<file path="config.mk">
export PLATFORM = sky130hd
export DESIGN_NAME = keyed_spi_regs
export DESIGN_NICKNAME = d
export VERILOG_FILES = /design/src/rtl/keyed_spi_regs.sv
export SDC_FILE = /design/constraint.sdc
export NUM_CORES = 1
export LEC_CHECK = 0
export ABC_AREA = 0
export BUFFER_PORTS_ARGS = -buffer_cell sky130_fd_sc_hd__buf_2
export CORE_AREA = 2 2 178 180
export DETAILED_ROUTE_END_ITERATION = 8
export DIE_AREA = 0 0 180 182
export SLEW_MARGIN = 10
export SYNTH_ARGS = -nofsm -noshare
export SYNTH_HDL_FRONTEND = slang
export SYNTH_SLANG_ARGS = --single-unit
</file>
<file path="constraint.sdc">
create_clock -name clk -period 3.6 [get_ports clk]
set_clock_uncertainty 0.05 [all_clocks]
set_input_delay 0.36 -clock clk [delete_from_list [all_inputs] [get_ports clk]]
set_output_delay 0.36 -clock clk [all_outputs]
set_load 0.02 [all_outputs]
</file>
<file path="src/rtl/keyed_spi_regs.sv">
module keyed_spi_regs #(
  parameter int DW      = 10,
  parameter int AW      = 5,
  parameter int SYNC    = 2,
  parameter int NSET    = 8,
  parameter int SET0    = 3,
  parameter int MIR_OFS = 16,
  parameter int KEY     = 'h294,
  parameter int REF_BIT = 5
) (
  input  logic          clk,
  input  logic          rst_n,
  input  logic          spi_sclk,
  input  logic          spi_cs_n,
  input  logic          spi_mosi,
  output logic          spi_miso,
  input  logic [DW-1:0] sample_in,
  input  logic          sample_stb,
  input  logic [DW-1:0] filt_in,
  input  logic          filt_stb,
  output logic          ext_ref_sel,
  output logic          mv_fault
);
  localparam int FW     = AW + 1 + DW;
  localparam int CW     = $clog2(FW + 1);
  localparam int A_RES  = 0;
  localparam int A_FILT = 1;
  localparam int A_FLAG = 2;
  localparam int A_ACT  = SET0 + NSET;
  localparam int A_KEY  = A_ACT + 1;
  localparam int A_CFG  = SET0 + 6;

  logic [SYNC:0] sck_p, cs_p, mo_p;
  always_ff @(posedge clk or negedge rst_n)
    if (!rst_n) begin
      sck_p <= '0;
      cs_p  <= '1;
      mo_p  <= '0;
    end else begin
      sck_p <= {sck_p[SYNC-1:0], spi_sclk};
      cs_p  <= {cs_p[SYNC-1:0], spi_cs_n};
      mo_p  <= {mo_p[SYNC-1:0], spi_mosi};
    end

  wire sel     = ~cs_p[SYNC-1];
  wire cs_fall = cs_p[SYNC] & ~cs_p[SYNC-1];
  wire sk_rise = sel & ~sck_p[SYNC] & sck_p[SYNC-1];
  wire sk_fall = sel & sck_p[SYNC] & ~sck_p[SYNC-1];
  wire mo      = mo_p[SYNC-1];

  logic [CW-1:0] cnt;
  logic [FW-1:0] rx, tx;
  logic          pend_v;
  logic [AW-1:0] pend_a;
  logic [DW-1:0] rd_val;

  wire [FW-1:0] word = {mo, rx[FW-1:1]};
  wire          done = sk_rise & (cnt == CW'(FW - 1));
  wire          wr   = done & word[DW];
  wire [AW-1:0] wa   = word[FW-1:DW+1];
  wire [DW-1:0] wd   = word[DW-1:0];

  always_ff @(posedge clk or negedge rst_n)
    if (!rst_n) begin
      cnt    <= '0;
      rx     <= '0;
      tx     <= '0;
      pend_v <= 1'b0;
      pend_a <= '0;
    end else if (cs_fall) begin
      cnt    <= '0;
      tx     <= pend_v ? {{(FW-DW){1'b0}}, rd_val} : '0;
      pend_v <= 1'b0;
    end else begin
      if (sk_rise && cnt < CW'(FW)) begin
        rx  <= word;
        cnt <= cnt + 1'b1;
      end
      if (sk_fall) tx <= tx >> 1;
      if (done && !word[DW]) begin
        pend_v <= 1'b1;
        pend_a <= wa;
      end
    end

  assign spi_miso = sel & tx[0];

  logic [DW-1:0] res_q, filt_q, act_q, key_q;
  logic [DW-1:0] set_q [NSET];
  logic [DW-1:0] mir_q [NSET];
  logic [NSET-1:0] mir_ok, miss;

  wire unlocked = (key_q == DW'(KEY));

  always_ff @(posedge clk or negedge rst_n)
    if (!rst_n) begin
      res_q  <= '0;
      filt_q <= '0;
      act_q  <= '0;
      key_q  <= '0;
    end else begin
      if (sample_stb) res_q <= sample_in;
      if (filt_stb) filt_q <= filt_in;
      if (wr && wa == AW'(A_KEY)) key_q <= wd;
      if (wr && unlocked && wa == AW'(A_ACT)) act_q <= wd;
    end

  for (genvar i = 0; i < NSET; i++) begin : g_set
    always_ff @(posedge clk or negedge rst_n)
      if (!rst_n) begin
        set_q[i]  <= '0;
        mir_q[i]  <= '0;
        mir_ok[i] <= 1'b0;
      end else if (wr && unlocked) begin
        if (wa == AW'(SET0 + i)) set_q[i] <= wd;
        if (wa == AW'(SET0 + MIR_OFS + i)) begin
          mir_q[i]  <= wd;
          mir_ok[i] <= 1'b1;
        end
      end
    assign miss[i] = ~mir_ok[i] | (set_q[i] != mir_q[i]);
  end

  assign mv_fault    = |miss;
  assign ext_ref_sel = set_q[A_CFG-SET0][REF_BIT];

  always_comb begin
    rd_val = '0;
    case (pend_a)
      AW'(A_RES):  rd_val = res_q;
      AW'(A_FILT): rd_val = filt_q;
      AW'(A_FLAG): rd_val = {{(DW-1){1'b0}}, mv_fault};
      AW'(A_ACT):  rd_val = act_q;
      AW'(A_KEY):  rd_val = key_q;
      default: ;
    endcase
    for (int i = 0; i < NSET; i++) begin
      if (pend_a == AW'(SET0 + i)) rd_val = set_q[i];
      if (pend_a == AW'(SET0 + MIR_OFS + i)) rd_val = mir_q[i];
    end
  end
endmodule

</file>
# Word-level counts from Yosys, hierarchy flattened
# Cells that the tools add are included.
# word_totals
register_bits	259
input_bits	27
out_inout_bits	3
# op_classes
add_sub_neg	1
n_lt_le_gt_ge	1
n_eq_ne	48
mux	24
bitwise	28
reduce_logical	29
# ops
operator	count
$mux W10	17
$eq A5 B5 Y1 const B	16
$ne A10 B10 Y1	8
$eq A5 B4 Y1 const B	11
$pmux W10 S5	1
$eq A5 B3 Y1 const B	8
$reduce_and A2 Y1	18
$mux W16	2
$eq A5 B2 Y1 const B	3
$not A1 Y1	12
$eq A10 B10 Y1 const B	1
$mux W5	2
$and A1 B1 Y1	8
$or A1 B1 Y1	8
$reduce_or A8 Y1	1
$reduce_bool A2 Y1	3
$add A5 B1 Y5 const B	1
$eq A5 B1 Y1 const B	1
$logic_and A1 B1 Y1	5
$logic_not A5 Y1	1
$lt A5 B5 Y1 const B	1
$mux W1	2
$logic_not A1 Y1	1

# Longest topological paths before layout
# Gate-level depths: netlist of run 1.
# depth
word_depth	22
depth_mapped	10
ltp_nobuf	9

# Worst setup path after synthesis of run 1
# No wires, ideal clock.
# synth_path
path_type	register to register
start	reg cnt[0]
end	reg mir_q[70] (netlist bit)
setup_time_ns	0.125
t_arrival_ns	2.339
required_ns	3.425
slack_ns	1.087
path_stages_with_launch	10
path_cell_list	dfrtp_1 > ha_1 > and3_1 > ha_1 > and4bb_1 > nand3_1 > or3_4 > nor4_1 > buf_2 > mux2_2
# synth_between
elab_chain_cells	5
# synth_rtl
item	line	rtl
start: declaration	51	logic [CW-1:0] cnt;
start signal: assignment	77	cnt <= cnt + 1'b1;
$eq A5 B4 Y1	58	wire done = sk_rise & (cnt == CW'(FW - 1));
$and A1 B1 Y1	58	
$and A1 B1 Y1	59	wire wr = done & word[DW];
$logic_and A1 B1 Y1	114	end else if (wr && unlocked) begin
$reduce_and A2 Y1 (no source line)	-	
end signal: indexed assignment	117	mir_q[i] <= wd;
end: declaration	90	logic [DW-1:0] mir_q [NSET];
# Every way passes these cells.
# A chain may end at the register's enable or synchronous reset.

# Final worst setup path of run 1
# layout_path
start	reg pend_a[3]
end	reg tx[7]
# layout_between
elab_chain_cells	20
# layout_rtl
item	line	rtl
start: declaration	54	logic [AW-1:0] pend_a;
start signal: assignment	82	pend_a <= wa;
$eq A5 B4 Y1 (tied with other cells)	129	case (pend_a)
$pmux W10 S5	129	
$mux W10	138	if (pend_a == AW'(SET0 + i)) rd_val = set_q[i];
$mux W10	139	if (pend_a == AW'(SET0 + MIR_OFS + i)) rd_val = mir_q[i];
$mux W10	138	
$mux W10	139	
$mux W10	138	
$mux W10	139	
[4 not listed]	-	
$mux W10	138	
$mux W10	139	
$mux W10	138	
$mux W10	139	
$mux W10	138	
$mux W10 (*)	139	
$mux W10 (*)	72	tx <= pend_v ? {{(FW-DW){1'b0}}, rd_val} : '0;
$mux W16 (*)	70	end else if (cs_fall) begin
end signal: assignment	72	
end signal: assignment	79	if (sk_fall) tx <= tx >> 1;
end: declaration	52	logic [FW-1:0] rx, tx;
# Every way passes the cells marked *; elsewhere a longest branch is shown, timed or not.

==> results.yml, run 1 <==
synth:
  synth_enable_flop_cells: 0
  synth_seq_cells: 252
  ys_async_sr_fraction: 1.00
  yosysTopAreaCell: "dfrtp_1"
  synth_fa_ha_area_frac: 0.00200
  avgSynthCellArea_um2: 11.7
  synth_cell_type_count: 59
  synth_top_area_share: 0.498
  muxShareOfSynthArea: 0.229
  ys_seq_area_frac: 0.505
  ys_warn_count: 0
  synth_top_family_by_area: "multiplexers"
  synth_xor_area_frac: 0.0567
  synth.area.top_cells: "dfrtp_1, mux2_2, xnor2_1"
  synth_nets: 1096
  synth_compound_area_frac: 0.0683
  syn-cell-area_um2: 12500
  syn_inst: 1067
  post_synth_and_or_nand_nor_area_fraction: 0.110
  synth_ff_type: "dfrtp_1"
pwr:
  p_leak_nw: 6.88
  power_frac_comb: 0.039
  p_total_mw: 6.25
  power.switching_mw: 1.37
  p_int_mw: 4.88
  swShare: 0.219
  p_per_area_nw_per_um2: 439
  vdd_drop_max_mv: 0.332
  clkPwrFrac: 0.488
  share_seq_of_total_power: 0.472
detailed_routing:
  antenna_left: 0
  drt_pass1_iterations: 5
  routed_via_density: 5.68
  drt_iter0_markers: 694
  finalWirelength_um: 34700
  vias: 8643
  drc: 0
  avgRoutedWirePerCell_um: 22.8
clocking:
  htreeDepth: 1
  cts_root_buf: "clkbuf_16"
  path_clk_slew_ns: 0.06
  cts_buffers: 29
  cts_resized: 0
  cts.path.max_buffers: 3
  ctsHoldBuffers: 23
  clock_sinks: 252
  cts_setup_buffers: 0
  clk_latency_ns: 0.54
  cts_tree: "done"
die:
  num_rows: 65
  die_h_um: 182
  die-area_um2: 32800
  initial_core_util: 0.404
  io_pins: 30
  coreArea_um2: 31000
  die_x_um: 180
run_status:
  status: "completed"
final_layout:
  multi_input_comb_area_um2: 5830
  fill_cells: 2840
  drive_above_1_share: 0.288
  diodes: 0
  nNetsFinal: 1130
  regArea_um2: 6310
  area_growth_syn_to_layout_pct: 13.9
placed_design:
  hpwl_um: 24100
  place_congestion: 0.920
  io_buffers: 29
worst_hold_path:
  hp-class: "primary input to flip-flop"
setup_path:
  crit_fanout: 17
  crit_path_top_delay_cell: "a311oi_1"
  slowest_delay_ns: 0.70
  end_kind: "flip-flop"
  arrival_ns: 3.44
  start_kind: "flip-flop"
  worstPathRequired_ns: 3.93
  path_class: "flip-flop to flip-flop"
  critical_path.cell_chain: "nor2b_1 > nand2_1 > o22ai_1 > nor3_1 > a311oi_1 > a2bb2oi_1"
flow_run:
  maxCapViolations: 0
global_routing:
  grt_pass1_vias: 8667
  grt_pass1_wl_um: 53900
  grt_max_degree: 103
  antenna_found_initial: 0
  track_usage: 0.215
  grt_overflow_total: 0
sta:
  period_share: 0.865
  worstMarginPinSlew_ns: 1.07
  fmax_mhz: 321
  maxSlewHeadroom: 0.288
  finalSetupViolations: 0
  hold_violations: 0
  period_needed_ns: 3.11
  slew_viol_final: 0
  final.setup.tns_ns: 0
  rsz0062_at_grt: "no"
==> power groups by stage <==
| stage | sequential (mW) | clock (mW) | combinational, mW |
|---|---|---|---|
| final | 2.95 | 3.05 | 0.246 |
| after global routing | 2.96 | 3.23 | 0.271 |
| after CTS | 2.95 | 3.10 | 0.250 |
| after detailed placement | 3.00 | 0 | 0.230 |
| after global placement | 3.00 | 0 | 0.229 |
| after floorplan | 2.95 | 0 | 0.119 |
==> stage by stage <==
stage	area, um^2	util	setup WS, ns	instances	hold WS (ns)
3_3_place_gp	13000	0.420	0.718	1449	0.287
3_5_place_dp	13000	0.420	0.704	1449	0.292
2_1_floorplan	12500	-	1.09	1067	0.0144
4_1_cts	14200	0.459	0.496	1521	0.00540
6_report	14200	0.459	0.487	1521	0.0113
5_1_grt	14200	0.459	0.321	1521	0.00897
==> layer usage <==
layer,GRT usage,vias up,part of all wire
li1,-,3890,-
met1,0.305,4418,0.46
met2,0.335,269,0.45
met3,0.0313,66,0.056
met4,0.0758,0,0.037
met5,0,-,0
==> cells in the final DEF, fill, tap and decap left out, types with 5 or more instances in the layout <==
master,synthesis,final
a211oi_1,5,5
a21oi_1,31,31
a22oi_1,7,7
a32oi_1,6,6
and2_1,11,11
and3_1,13,13
buf_2,13,28
buf_4,0,19
bufinv_16,0,5
clkbuf_1,49,7
clkbuf_16,0,29
dfrtp_1,249,248
dlygate4sd3_1,0,23
inv_1,18,18
mux2_2,212,212
mux2i_1,38,38
nand2_1,98,98
nand2b_1,9,9
nand3_1,6,6
nand3b_1,5,5
nand4_1,22,22
nor2_1,29,29
nor2b_1,15,15
nor3_1,10,10
nor4_1,16,15
o21ai_0,19,19
o221ai_1,12,12
o22ai_1,25,25
o31ai_1,6,6
xnor2_1,48,48
xor2_1,33,33
==> critical path: cells and delay by family (launching register included) <==
| kind | cells | cell delay (ns) |
|---|---|---|
| AOI/OAI and AO/OA | 3 | 1.20 |
| DFF | 1 | 0.59 |
| and+or+nand+nor | 3 | 1.10 |
==> state kept, by name (all words and copies together), names as in the netlist <==
name and count:
pend_a 5, filt_q 10, cs_p 3, key_q 10, ext_ref_sel 1, mir_ok 8
mir_q 80, set_q 79, res_q 10, rx 15, sck_p 3, mo_p 2
tx 10, cnt 5, pend_v 1, act_q 10
==> area by class of cell <==
cell class	instances	area share
Clock inverter	9	0.0120
Tap cell	402	0.0353
Multi-Input combinational cell	728	0.409
Timing Repair Buffer	72	0.0385
Sequential cell	252	0.443
Inverter	18	0.00475
Clock buffer	40	0.0567
==> kinds of logic (layout without fill, tap and decap cells) <==
group / after synthesis / count (layout)
flops: 252 / 252
buf+inv: 87 / 139
xor+xnor: 81 / 81
mux: 257 / 257
fa+ha+maj: 2 / 2
compound gates: 130 / 130
simple gates: 258 / 258
==> worst paths after layout <==
check / to / slack (ns) / startpoint / depth (start not counted)
min reg2reg: sck_p[1] / 0.30 / sck_p[0] / 0
max: tx[7] / 0.49 / pend_a[3] / 6
min: filt_q[1] / 0.01 / filt_in[1] / 2
min in group asynchronous: set_q[61] / 0.41 / rst_n / 2
max in group asynchronous: mir_q[18] / 2.16 / rst_n / 3
max reg2reg: tx[7] / 0.49 / pend_a[3] / 6
==> synth_stat cells, types with 10 or more instances <==
cell	number
nor2_1	29
and2_1	11
buf_2	13
and3_1	13
dfrtp_1	249
nand4_1	22
nor4_1	16
inv_1	18
nand2_1	98
clkbuf_1	49
o22ai_1	25
mux2i_1	38
o21ai_0	19
nor3_1	10
mux2_2	212
xor2_1	33
o221ai_1	12
xnor2_1	48
nor2b_1	15
a21oi_1	31
Power figures use the tool's default switching activity.
==> run 2, diff against run 1 <==
- CELL_PAD_IN_SITES_DETAIL_PLACEMENT: not set -> 0
- CELL_PAD_IN_SITES_GLOBAL_PLACEMENT: not set -> 2
- PLACE_DENSITY_LB_ADDON: not set -> 0.1
- REMOVE_ABC_BUFFERS: not set -> 1
==> run 2 against run 1 <==
Compared with the run above: combinational power up 2%; largest power group unchanged; non-clock buffer count up 9; final cell count up 1.1%; critical path depth up 1; register-to-register slack better by 0.05 ns; die area unchanged; critical path type is now flip-flop to output pin; count of clock-buffer cells in the layout up 6; global-route usage up 2.8 points.
==> results.yml, run 2 (synthesis results as in run 1) <==
final_layout:
  nNetsFinal: 1140
  largest_reg_flops: 80
  top_register: "mir_q"
  reg_top3: "mir_q (80), set_q (79), rx (15)"
  diodes: 0
  mostFrequentLayoutCells: "dfrtp_1, mux2_2, nand2_1"
  design_area_um2: 14400
  area_growth_syn_to_layout_pct: 15.4
  final_common_cell: "dfrtp_1"
  drive_above_1_share: 0.295
  fin_util: 0.466
  fill_cells: 2887
pwr:
  vdd_drop_max_mv: 0.335
  p_per_area_nw_per_um2: 450
  p_leak_nw: 6.97
detailed_routing:
  vias: 8498
  drt_pass1_iterations: 5
  antenna_left: 0
  drt_iter0_markers: 612
  finalWirelength_um: 39300
  drc: 0
  avgRoutedWirePerCell_um: 25.6
  routed_via_density: 5.53
die:
  die_x_um: 180
  coreArea_um2: 31000
  num_rows: 65
  io_pins: 30
  die-area_um2: 32800
  initial_core_util: 0.404
  die_h_um: 182
clocking:
  cts_tree: "done"
  path_clk_slew_ns: 0.06
  cts_buffers: 30
  ctsHoldBuffers: 24
  cts_root_buf: "clkbuf_16"
  cts_resized: 0
  cts_setup_buffers: 0
  htreeDepth: 1
  cts.path.max_buffers: 3
  clock_sinks: 252
  clk_latency_ns: 0.57
global_routing:
  grt_pass1_vias: 8678
  track_usage: 0.242
  grt_overflow_total: 0
  antenna_found_initial: 1
  grt_max_degree: 90
  grt_pass1_wl_um: 58800
setup_path:
  worstPathRequired_ns: 3.19
  path_class: "flip-flop to output pin"
  start_kind: "flip-flop"
  crit_fanout: 3
  arrival_ns: 3.07
  rrSetupSlack_ns: 0.54
  r2r-end: "mir_q[49]"
  reg2reg_from: "cnt[0]"
  end_kind: "output pin"
  r2r_cells: 9
sta:
  final.setup.tns_ns: 0
  slew_viol_final: 0
  finalSetupViolations: 0
  worstMarginPinSlew_ns: 1.20
  period_share: 0.966
  maxSlewHeadroom: 0.200
  period_needed_ns: 3.48
  rsz0062_at_grt: "no"
  setup_slack_ns: 0.121
  fmax_mhz: 287
  whs_ns: 0.196
  hold_violations: 0
worst_hold_path:
  min_from: "sample_stb"
  holdPathStages: 2
  hold_end: "res_q[3]"
  hp-class: "primary input to flip-flop"
run_status:
  status: "completed"
placed_design:
  hpwl_um: 27400
  place_congestion: 0.816
  place_ws_ns: 0.551
  io_buffers: 29
  place_area_um2: 13100
flow_run:
  maxCapViolations: 0
## run 2: changes by cell type in the layout (fill, tap and decap cells not counted), sizes merged
cell,before,now
buf,49,57
clkbuf,40,46
clkinv,4,3
clkinvlp,0,2
dlygate4sd3,23,24
## run 2: worst max-delay path: stages (launching register included)
cell	delay, ns
dfrtp_1	0.40
xor2_1	0.22
nor4_1	0.45
buf_4	0.20
nand4_1	0.10
nor4_1	0.62
nand4_1	0.27
buf_2	0.23
## run 2: how the worst max path moves through the flow
stage                    from         to  slack (ns)  cells past startpoint
floorplan           pend_a[4]      tx[9]        0.29                      5
global placement       cnt[0]  mir_q[49]        0.58                      9
detailed placement     cnt[0]  mir_q[49]        0.55                      9
CTS                  mir_q[2]   mv_fault        0.16                      7
global route         mir_q[2]   mv_fault        0.14                      7
finish               mir_q[2]   mv_fault        0.12                      7
## run 2: report_power, final
group / internal (mW) / total [mW] / switching (mW)
Clock: 2.05 / 3.28 / 1.23
Combinational: 0.102 / 0.252 / 0.149
Sequential: 2.88 / 2.95 / 0.0756
Total: 5.03 / 6.49 / 1.46
## run 2: final cells by class
type	count	area (um^2)	area share
Clock buffer	46	892	0.0618
Timing Repair Buffer	81	643	0.0446
Clock inverter	10	180	0.0125
Inverter	18	67.6	0.00468
Tap cell	402	503	0.0349
Sequential cell	252	6310	0.438
Multi-Input combinational cell	728	5830	0.404
## run 2: routing by layer
layer / wire [um] / track usage / vias up
li1: - / - / 3920
met2: 18100 / 0.388 / 162
met1: 18600 / 0.352 / 4363
met4: 1060 / 0.0641 / 0
met5: 0 / 0 / -
met3: 1550 / 0.0257 / 53
## run 2: through the flow
step                total power, mW  std cells
finish                         6.49       1537
CTS                            6.57       1537
global placement               3.24       1457
global route                   6.71       1537
detailed placement             3.24       1457
floorplan                      3.06        998
